`src/rtl/hz_pkg.sv`:
```
package hz_pkg;
  typedef enum logic [1:0] {
    SRC_RF  = 2'b00,
    SRC_EXE = 2'b01,
    SRC_MEM = 2'b10,
    SRC_WB  = 2'b11
  } fwdSrcE;

  typedef struct packed {
    logic stallIf;
    logic stallDec;
    logic bubbleExe;
    logic annulIf;
    logic annulDec;
  } ctrlStrobesT;
endpackage

```
`src/rtl/hzOperandMatch.sv`:
```
module hzOperandMatch
  import hz_pkg::*;
#(
  parameter int RW = 5,
  parameter bit EXE_BYPASS = 1'b1
) (
  input  logic          clk,
  input  logic          rstN,
  input  logic [RW-1:0] srcReg,
  input  logic          exeValid,
  input  logic [RW-1:0] exeRd,
  input  logic          exeWr,
  input  logic          exeLoad,
  input  logic          memValid,
  input  logic [RW-1:0] memRd,
  input  logic          memWr,
  input  logic          memLoad,
  input  logic          wbValid,
  input  logic [RW-1:0] wbRd,
  input  logic          wbWr,
  output fwdSrcE        fwdSel,
  output logic          waitHit
);
  logic srcLive, exeHit, memHit, wbHit;

  assign srcLive = (srcReg != '0);
  assign exeHit  = srcLive && exeValid && exeWr && (exeRd == srcReg);
  assign memHit  = srcLive && memValid && memWr && (memRd == srcReg);
  assign wbHit   = srcLive && wbValid  && wbWr  && (wbRd  == srcReg);

  always_comb begin
    fwdSel  = SRC_RF;
    waitHit = 1'b0;
    if (exeHit) begin
      if (exeLoad || !EXE_BYPASS) waitHit = 1'b1;
      else                        fwdSel  = SRC_EXE;
    end else if (memHit) begin
      if (memLoad) waitHit = 1'b1;
      else         fwdSel  = SRC_MEM;
    end else if (wbHit) begin
      fwdSel = SRC_WB;
    end
  end


  x0_src_rf_chk: assert property (@(posedge clk) disable iff (!rstN)
    (srcReg == '0) |-> (fwdSel == SRC_RF && !waitHit));


  no_exe_load_src_chk: assert property (@(posedge clk) disable iff (!rstN)
    (fwdSel == SRC_EXE) |-> !exeLoad);


  no_mem_load_src_chk: assert property (@(posedge clk) disable iff (!rstN)
    (fwdSel == SRC_MEM) |-> !memLoad);

  generate
    if (!EXE_BYPASS) begin : g_noExe

      no_exe_path_chk: assert property (@(posedge clk) disable iff (!rstN)
        fwdSel != SRC_EXE);
    end
  endgenerate
endmodule

```
`src/rtl/hzBypassPath.sv`:
```
module hzBypassPath
  import hz_pkg::*;
#(
  parameter int RW = 5,
  parameter int NSRC = 2,
  parameter bit EXE_BYPASS = 1'b1
) (
  input  logic          clk,
  input  logic          rstN,
  input  logic [RW-1:0] srcRegs [NSRC],
  input  logic          exeValid,
  input  logic [RW-1:0] exeRd,
  input  logic          exeWr,
  input  logic          exeLoad,
  input  logic          memValid,
  input  logic [RW-1:0] memRd,
  input  logic          memWr,
  input  logic          memLoad,
  input  logic          wbValid,
  input  logic [RW-1:0] wbRd,
  input  logic          wbWr,
  output fwdSrcE        fwdSels [NSRC],
  output logic [NSRC-1:0] waitVec
);
  generate
    for (genvar i = 0; i < NSRC; i++) begin : g_src
      hzOperandMatch #(.RW(RW), .EXE_BYPASS(EXE_BYPASS)) uMatch (
        .clk(clk), .rstN(rstN), .srcReg(srcRegs[i]),
        .exeValid(exeValid), .exeRd(exeRd), .exeWr(exeWr), .exeLoad(exeLoad),
        .memValid(memValid), .memRd(memRd), .memWr(memWr), .memLoad(memLoad),
        .wbValid(wbValid), .wbRd(wbRd), .wbWr(wbWr),
        .fwdSel(fwdSels[i]), .waitHit(waitVec[i])
      );
    end
  endgenerate
endmodule

```
`src/rtl/hzStallCtrl.sv`:
```
module hzStallCtrl
  import hz_pkg::*;
#(
  parameter int NSRC = 2
) (
  input  logic            clk,
  input  logic            rstN,
  input  logic            decValid,
  input  logic [NSRC-1:0] waitVec,
  input  logic            exeRedirect,
  output ctrlStrobesT     strobes
);
  logic holdDec;

  assign holdDec = decValid && (|waitVec) && !exeRedirect;

  always_comb begin
    strobes.stallIf   = holdDec;
    strobes.stallDec  = holdDec;
    strobes.bubbleExe = holdDec;
    strobes.annulIf   = exeRedirect;
    strobes.annulDec  = exeRedirect;
  end


  redirect_wins_chk: assert property (@(posedge clk) disable iff (!rstN)
    exeRedirect |-> (strobes.annulIf && strobes.annulDec && !strobes.stallDec && !strobes.bubbleExe));


  idle_dec_chk: assert property (@(posedge clk) disable iff (!rstN)
    !decValid |-> (!strobes.stallIf && !strobes.stallDec));


  no_spurious_annul_chk: assert property (@(posedge clk) disable iff (!rstN)
    !exeRedirect |-> (!strobes.annulIf && !strobes.annulDec));
endmodule

```
`src/rtl/hazardUnit.sv`:
```
module hazardUnit
  import hz_pkg::*;
#(
  parameter int RW = 5,
  parameter bit EXE_BYPASS = 1'b1
) (
  input  logic          clk,
  input  logic          rstN,
  input  logic          decValid,
  input  logic [RW-1:0] decRs1,
  input  logic [RW-1:0] decRs2,
  input  logic          exeValid,
  input  logic [RW-1:0] exeRd,
  input  logic          exeWr,
  input  logic          exeLoad,
  input  logic          memValid,
  input  logic [RW-1:0] memRd,
  input  logic          memWr,
  input  logic          memLoad,
  input  logic          wbValid,
  input  logic [RW-1:0] wbRd,
  input  logic          wbWr,
  input  logic          exeRedirect,
  output logic          stallIf,
  output logic          stallDec,
  output logic          bubbleExe,
  output logic          annulIf,
  output logic          annulDec,
  output logic [1:0]    fwdSel1,
  output logic [1:0]    fwdSel2
);
  localparam int NSRC = 2;

  logic [RW-1:0]   srcRegs [NSRC];
  fwdSrcE          fwdSels [NSRC];
  logic [NSRC-1:0] waitVec;
  ctrlStrobesT     strobes;

  assign srcRegs[0] = decRs1;
  assign srcRegs[1] = decRs2;

  hzBypassPath #(.RW(RW), .NSRC(NSRC), .EXE_BYPASS(EXE_BYPASS)) uPath (
    .clk(clk), .rstN(rstN), .srcRegs(srcRegs),
    .exeValid(exeValid), .exeRd(exeRd), .exeWr(exeWr), .exeLoad(exeLoad),
    .memValid(memValid), .memRd(memRd), .memWr(memWr), .memLoad(memLoad),
    .wbValid(wbValid), .wbRd(wbRd), .wbWr(wbWr),
    .fwdSels(fwdSels), .waitVec(waitVec)
  );

  hzStallCtrl #(.NSRC(NSRC)) uCtrl (
    .clk(clk), .rstN(rstN), .decValid(decValid), .waitVec(waitVec),
    .exeRedirect(exeRedirect), .strobes(strobes)
  );

  assign stallIf   = strobes.stallIf;
  assign stallDec  = strobes.stallDec;
  assign bubbleExe = strobes.bubbleExe;
  assign annulIf   = strobes.annulIf;
  assign annulDec  = strobes.annulDec;
  assign fwdSel1   = fwdSels[0];
  assign fwdSel2   = fwdSels[1];


  load_use_stall_chk: assert property (@(posedge clk) disable iff (!rstN)
    (decValid && !exeRedirect && exeValid && exeWr && exeLoad &&
     decRs1 != '0 && exeRd == decRs1) |-> (stallDec && stallIf && bubbleExe));
endmodule

```
`config.mk`:
```
export PLATFORM = sky130hd
export DESIGN_NAME = hazardUnit
export DESIGN_NICKNAME = d
export VERILOG_FILES = /design/src/rtl/hz_pkg.sv /design/src/rtl/hzOperandMatch.sv /design/src/rtl/hzBypassPath.sv /design/src/rtl/hzStallCtrl.sv /design/src/rtl/hazardUnit.sv
export SDC_FILE = /design/constraint.sdc
export NUM_CORES = 1
export LEC_CHECK = 0
export ABC_AREA = 1
export BUFFER_PORTS_ARGS = -buffer_cell sky130_fd_sc_hd__buf_2
export CAP_MARGIN = 20
export CORE_MARGIN = 2
export CORE_UTILIZATION = 33
export DETAILED_ROUTE_END_ITERATION = 16
export PLACE_DENSITY = 0.73
export SYNTH_ARGS = -nofsm -noshare
export SYNTH_HDL_FRONTEND = slang
export SYNTH_SLANG_ARGS = --single-unit
export TNS_END_PERCENT = 30
```
`constraint.sdc`:
```
create_clock -name vclk -period 1.1
set_input_delay 0.11 -clock vclk [all_inputs]
set_output_delay 0.11 -clock vclk [all_outputs]
set_load 0.1 [all_outputs]
```
After elaboration in Yosys (flattened, before gate mapping)
Index checks and enable logic that the tools add are counted.
{"block": "classes", "n_eq_ne": 6, "muxes": 14, "n_reduce_logical": 24}
{"operator": "5-bit == test", "count": 6}
{"operator": "1-bit logical AND", "count": 20}
{"operator": "2-bit 2-to-1 mux", "count": 7}
{"operator": "5-bit nonzero test", "count": 2}
{"operator": "1-bit 2-to-1 mux", "count": 7}
{"operator": "2-bit OR reduction", "count": 1}
{"operator": "1-bit logical NOT", "count": 1}
{"block": "totals", "register_bits": 0, "inputBits": 37, "output_inout_bits": 9, "word_cells": 44}

Longest topological paths before layout
Gate-level depths: netlist of the first run.
{"block": "logic_depth", "ltp_word": 9, "mapped_depth": 11, "depth_no_buf": 10}

By module
From an unflattened synthesis of the first run, not the netlist that was laid out.
{"block": "unflattened", "hier_cells": 251, "area_unflattened_um2": 1018.5}
{"module": "hzOperandMatch", "instances": 2, "cells_each": 121, "area_per_inst_um2": 483.0, "seq_area_each_um2": 0.0}
{"module": "hzStallCtrl", "instances": 1, "cells_each": 9, "area_per_inst_um2": 52.6, "seq_area_each_um2": 0.0}

Least setup slack after synthesis of the first run
OpenSTA, ideal clock, no wires.
{"block": "synth_path", "kind": "input to output", "from": "input exeWr", "to": "output stallDec", "arrival_ps": 2072, "t_required_ps": 990, "slack_ps": -1082, "cell_stages": 9, "n_path_buf": 1, "cell_sequence": "nand2_1 -> a21oi_2 -> nand2_1 -> nor2_1 -> nand3_2 -> nor2_2 -> nor2_1 -> a21oi_2 -> buf_4"}
{"block": "synth_between", "elab_chain_len": 6, "word_cells_on_any_way": 9, "cone_classes": "mux (2); reduce/logical (7)"}
{"item": "from (decl)", "line_no": "hazardUnit.sv:14", "source": "input logic exeWr,"}
{"item": "1-bit logical AND (2 in series)", "line_no": "hzOperandMatch.sv:27", "source": "assign exeHit = srcLive && exeValid && exeWr && (exeRd == srcReg);"}
{"item": "1-bit 2-to-1 mux", "line_no": "hzOperandMatch.sv:34", "source": "if (exeHit) begin"}
{"item": "2-bit OR reduction *", "line_no": "hzStallCtrl.sv:15", "source": "assign holdDec = decValid && (|waitVec) && !exeRedirect;"}
{"item": "1-bit logical AND * (2 in series)", "line_no": "hzStallCtrl.sv:15"}
{"item": "to (decl)", "line_no": "hazardUnit.sv:25", "source": "output logic stallDec,"}
Every way passes the cells marked *; elsewhere a longest branch is shown, timed or not.

Final worst setup path of the first run
{"block": "layout_path", "from": "input decRs1[1]", "to": "output stallDec"}
{"block": "layout_between", "elab_chain_len": 9, "word_cells_on_any_way": 14, "cone_classes": "eq/ne (2); mux (2); reduce/logical (10)"}
{"item": "from (decl)", "line_no": "hazardUnit.sv:10", "source": "input logic [RW-1:0] decRs1,"}
{"item": "5-bit nonzero test", "line_no": "hzOperandMatch.sv:26", "source": "assign srcLive = (srcReg != '0);"}
{"item": "1-bit logical AND (3 in series)", "line_no": "hzOperandMatch.sv:28", "source": "assign memHit = srcLive && memValid && memWr && (memRd == srcReg);"}
{"item": "1-bit 2-to-1 mux", "line_no": "hzOperandMatch.sv:37", "source": "end else if (memHit) begin"}
{"item": "1-bit 2-to-1 mux *", "line_no": "hzOperandMatch.sv:34"}
{"item": "2-bit OR reduction *", "line_no": "hzStallCtrl.sv:15"}
{"item": "1-bit logical AND * (2 in series)", "line_no": "hzStallCtrl.sv:15"}
Marks and branches as above.

==> run summary, run 1 <==
Compound-cell area share of the yosys netlist - 12.2%
WHS - 0.620 ns
RSZ-0062 raised after global routing - yes
Worst vdd ir - 223 uV
Vias in the first global route - 1015
Main combinational cell family by area after synthesis - simple AND/OR/NAND/NOR gates
Worst-path fanout max - 5
DRC - 0
Commonest non-fill, non-tap cell in the layout - nand2_1
Post-synth cell types - 21
Worst Path Arrival - 1.39 ns
Cell Rows - 16
Core ar. - 0.00198 sq mm
Synth Net Count - 181
Netlist Area Pre-Place - 699 sq um
Fin nets - 241
Area used by multi-input combinational logic - 753 sq um
Final GP Congestion - 0.906
P_leak - 0.000709 uW
Detailed placer's ending HPWL - 2060 um
CP Capture Type - primary output
# setup viols final - 7
Inst Count DP - 224
Crit share post-route - 136%
Hold endpoint - annulIf
Gr ovfl total - 0
Die area - 0.00250 sq mm
Max-cap violations - 0
Hold Crit Depth - 2
Startpoint types - input port
Post-route cell area - 0.00143 sq mm
Vias/cell - 4.86
Detailed Route WL - 2820 um
Syn Area/Cell - 4.86 sq um
Area grow syn2layout - 105%
N_diodes - 0
Cell Pwr Density - 351 mW/mm^2
Min-delay src - exeRedirect
Layout clock buffers - 0
Tot GR Track Use - 20.8%
Minimum clock period - 1.50 ns
Most frequent cells in the layout - nand2_1, buf_4, buf_2
Count of final max-slew check failures - 0
Port buffer count - 44
Layout cell share with drive strength beyond 1 - 57.4%
Fin Setup TNS - -2.44 ns
Hold Violations, Final - 0
Detailed Routing Iterations Pass 1 - 4
FMAX - 0.667 GHz
Rel. slew slack - 67.2%
Non-Filler Instances - 229
Worst slew pin tran - 0.496 ns
WP data required - 0.99 ns
Initial Util - 35.3%
Placement Setup Slack - -0.449 ns
Post-synthesis mux area share - 0%
Chip height - 50.0 um
Placed cell area - 0.00118 sq mm
Crit path kind - input port to primary output
First-pass GRT wire length - 4280 um
Die width - 50.0 um
Yosys warns - 0
Post-Synth XOR/XNOR Area - 12.5%
Simple-gate share of the synthesized area - 57.6%
Routed Antenna Nets - 0
Fillers - 145
Violations in the final reports - setup timing
Seq Cell Count - 0
Seq/Total Area, Yosys - 0%
DRT iter0 DRCs - 23
Worst setup margin - -0.398 ns
FF/Latch Area - 0 sq um
Mapped Cells - 144
Status - finished with violations
IO Count - 46
Worst Hold Class - input port to primary output
Synth Area in Adders - 0%
Initial antenna violation count - 0
Routed WL per cell - 12.3 um
Largest net degree at the start of global routing - 6
Vias - 1112
## power by group
group | leakage [uW] | switching (uW) | internal (uW) | total (uW)
Clock | 0 | 0 | 0 | 0
Combinational | 0.000709 | 289 | 213 | 502
Sequential | 0 | 0 | 0 | 0
## kinds of logic after synthesis
kind of cell              after synthesis
and+or+nand+nor                        92
AOI/OAI and AO/OA                      13
xor gates and xnor gates               10
buffers and inverters                  29
## Yosys cell counts
master / n / area share, %
inv_2: 9 / 4.8
nand2_2: 2 / 1.8
o221ai_1: 1 / 1.3
nor3_1: 2 / 1.4
a21oi_1: 5 / 3.6
nor2_1: 17 / 9.1
nand4_1: 2 / 1.8
nand2_1: 52 / 28
o21ai_0: 1 / 0.71
nand3_1: 8 / 5.7
inv_1: 16 / 8.6
o22ai_1: 2 / 1.8
a21oi_2: 3 / 3.8
xor2_1: 4 / 5.0
nand3b_1: 1 / 1.1
xnor2_1: 6 / 7.5
nand3_2: 2 / 2.9
nor2_2: 5 / 4.5
buf_4: 4 / 4.3
nor3_2: 1 / 1.4
o211ai_1: 1 / 1.1
## timing repair
action                                  CTS  global route
gates cloned                              0             0
resized for setup                        30            30
endpoints found under the setup margin    7             7
buffers inserted                          4             1
pin swaps                                21            23
hold buffers                              0             0
## worst max path at each step
stage	cells past startpoint	from	end	slack, ns
CTS	10	decRs1[1]	stallDec	-0.37
global placement	10	decRs1[1]	bubbleExe	-0.41
floorplan	8	decRs1[3]	stallDec	-0.64
finish	10	decRs1[1]	stallDec	-0.40
detailed placement	10	decRs1[1]	stallDec	-0.45
global route	10	decRs1[1]	stallDec	-0.45
## per-stage QoR
step / total power (uW) / utilization, %
floorplan: 237 / -
global placement: 400 / 59.8
detailed placement: 405 / 59.8
CTS: 451 / 66.9
global route: 537 / 72.2
finish: 502 / 72.2
## worst max-delay path, cell delays in order
cell and delay [ns]:
buf_12 0.09, clkinv_8 0.06, a21oi_4 0.15, nand2_2 0.08
nor2_4 0.13, nand3_2 0.10, nor2_4 0.14, nor2_4 0.04
a21oi_4 0.26, buf_12 0.21
## per-layer routing
layer  part of all wire, %  track usage, %  vias up  routed length, um
met3                   6.2           0.303        2                174
met5                     0               0        -                  0
li1                      -               -      563                  -
met1                    42            28.3      497               1180
met2                    52            37.9       50               1460
met4                  0.28           0.926        0                  8
## cell type report
| type | instances | area share, % |
|---|---|---|
| Inverter | 25 | 7.95 |
| Timing Repair Buffer | 62 | 37.1 |
| Multi-Input combinational cell | 115 | 52.6 |
| Tap cell | 27 | 2.36 |
No activity file was read; power rests on OpenSTA's default activity.
==> run 2: changes to the inputs <==
--- a/config.mk
+++ b/config.mk
@@ -12,6 +12,7 @@
 export CORE_UTILIZATION = 33
 export DETAILED_ROUTE_END_ITERATION = 16
 export PLACE_DENSITY = 0.73
+export REMOVE_ABC_BUFFERS = 1
 export SYNTH_ARGS = -nofsm -noshare
 export SYNTH_HDL_FRONTEND = slang
 export SYNTH_SLANG_ARGS = --single-unit
==> run 2 against run 1 <==
The flow still finishes with violations (setup timing). Largest cell class unchanged. Final area decreased by 3.9%. Via count decreased by 5.2%. Critical path type unchanged. Sequential share of layout area stayed put. Flip-flop and latch count unchanged. Combinational power decreased by 4%. Hold slack worse by 0.010 ns. Largest power group unchanged.
==> run summary, run 2 (synthesized netlist as in run 1, its figures left out) <==
Count of final max-slew check failures - 0 (unchanged)
DRT iter0 DRCs - 28 (+22%)
DRC - 0 (unchanged)
Metal3 WL - 148 um (-15%)
Routed WL per cell - 10.6 um (-14%)
Die width - 50.0 um (unchanged)
Wire length on met2 - 1220 um (-16%)
Initial antenna violation count - 0 (unchanged)
Violations in the final reports - setup timing
Final GP Congestion - 0.875 (-3.4%)
Most frequent cells in the layout - nand2_1, buf_2, buf_4
Clock power share - 0% (unchanged)
Worst vdd ir - 217 uV (-2.8%)
Layout cell share with drive strength beyond 1 - 55.8% (-1.6 points)
Worst-path fanout max - 3 (-2)
N_diodes - 0 (unchanged)
Psw - 270 uW (-6.3%)
Max layer used - met3
CP Capture Type - primary output
Fin nets - 238 (-1.2%)
Worst path max stage delay - 0.17 ns (-0.09 ns)
Vias in the first global route - 912 (-10%)
Rel. slew slack - 67.8% (+0.69 points)
Detailed placer's ending HPWL - 1880 um (-8.8%)
Hold-fix buffers, CTS - 0 (unchanged)
Chip height - 50.0 um (unchanged)
Internal - 211 uW (-0.90%)
Worst slew pin tran - 0.486 ns (-0.0104 ns)
Worst setup margin - -0.339 ns (+0.0588 ns)
Minimum clock period - 1.44 ns (-0.0588 ns)
Layout clock buffers - 0 (unchanged)
Status - finished with violations
Crit path kind - input port to primary output
Initial Util - 35.3% (unchanged)
Detailed Routing Iterations Pass 1 - 4 (unchanged)
Post-route cell area - 0.00138 sq mm (-3.9%)
Cell Pwr Density - 350 mW/mm^2 (about the same)
Cell Rows - 16 (unchanged)
Combinational share of power - 100.0% (about the same)
Die area - 0.00250 sq mm (unchanged)
Tot GR Track Use - 17.7% (-3.1 points)
Vias/cell - 4.66 (-4.0%)
Hold endpoint - annulDec
Core Util, Final - 69.4% (-2.8 points)
Placed cell area - 0.00111 sq mm (-6.2%)
Core ar. - 0.00198 sq mm (unchanged)
Fillers - 175 (+21%)
Sequential share of power - 0% (unchanged)
Critical path depth in cells - 11 (+1)
Largest net degree at the start of global routing - 7 (+1)
Vias - 1054 (-5.2%)
Fin Setup TNS - -1.97 ns (+0.464 ns)
Hold Violations, Final - 0 (unchanged)
Critical path buffers and inverters - 4 (+1)
First-pass GRT wire length - 3620 um (-15%)
Routed Antenna Nets - 0 (unchanged)
Worst Hold Class - input port to primary output
Critical-path cell list - buf_2, inv_1, nand2_1, nand3_1, nor2_2, nand3_2, nor2_2, nor2_2, a21oi_2, buf_6, buf_12
WP data required - 0.99 ns (about the same)
Worst path slowest cell - buf_12
Crit path from - memRd[1]
Switching Fraction - 56.1% (-1.4 points)
Port buffer count - 44 (unchanged)
FF/Latch Area - 0 sq um (unchanged)
IO Count - 46 (unchanged)
FMAX - 0.695 GHz (+4.1%)
Startpoint types - input port
Commonest non-fill, non-tap cell in the layout - nand2_1
Area grow syn2layout - 96.6%
RSZ-0062 raised after global routing - yes
Gr ovfl total - 0 (unchanged)
WHS - 0.610 ns (-0.0103 ns)
# setup viols final - 7 (unchanged)
P_leak - 0.000689 uW (-2.9%)
Crit share post-route - 131% (-5.3 points)
Detailed Route WL - 2400 um (-15%)
Min-delay src - exeRedirect
Area used by multi-input combinational logic - 701 sq um (-7.0%)
Worst Path Arrival - 1.33 ns (-0.06 ns)
Family with the most delay on the worst path - simple AND/OR/NAND/NOR gates
Seq Cell Count - 0 (unchanged)
Max-cap violations - 0 (unchanged)
Cell mode on critical path - nor2_2
DRT met1 WL - 1030 um (-13%)
Pwr Total - 482 uW (-4.0%)
Hold Crit Depth - 2 (unchanged)
run 2: cell types whose count changed in the layout (fill, tap and decap cells not counted), moves of 2 or more:
cell,previous run,this run
inv_6,0,2
a21oi_2,3,5
buf_8,0,2
buf_4,25,16
nor2_2,8,12
buf_6,6,11
nor2_4,7,2
a21oi_4,4,2
run 2: worst max-delay path by stage:
stage | to
global placement | bubbleExe
CTS | bubbleExe
detailed placement | bubbleExe
finish | bubbleExe
global route | bubbleExe
floorplan | bubbleExe
run 2: what timing repair did:
action | in CTS | in global routing
gates cloned | 0 | 0
setup buffers | 2 | 2
gates resized for setup | 30 | 40
endpoints found under the setup margin | 7 | 7
pin swaps | 16 | 26
run 2: power groups by stage:
stage | sequential [uW] | combinational [uW] | clock (uW)
after floorplan | 0 | 189 | 0
after global placement | 0 | 384 | 0
after detailed placement | 0 | 386 | 0
after CTS | 0 | 424 | 0
after global routing | 0 | 522 | 0
final | 0 | 482 | 0
run 2: layout make-up:
class / count / area share (%)
timing repair buffer: 59 / 38.5
tap: 27 / 2.46
multi-input combinational: 115 / 51.0
inverter: 25 / 8.10
run 2: metal layers:
metal	vias to the layer above	track usage (%)
li1	558	-
met1	463	24.9
met2	33	31.4
met3	0	0.606
met4	0	0
met5	-	0
run 2: metrics by stage:
step	cells	worst slack (ns)
floorplan	140	-2.23
global placement	222	-0.388
detailed placement	222	-0.397
CTS	224	-0.316
global route	226	-0.445
finish	226	-0.339
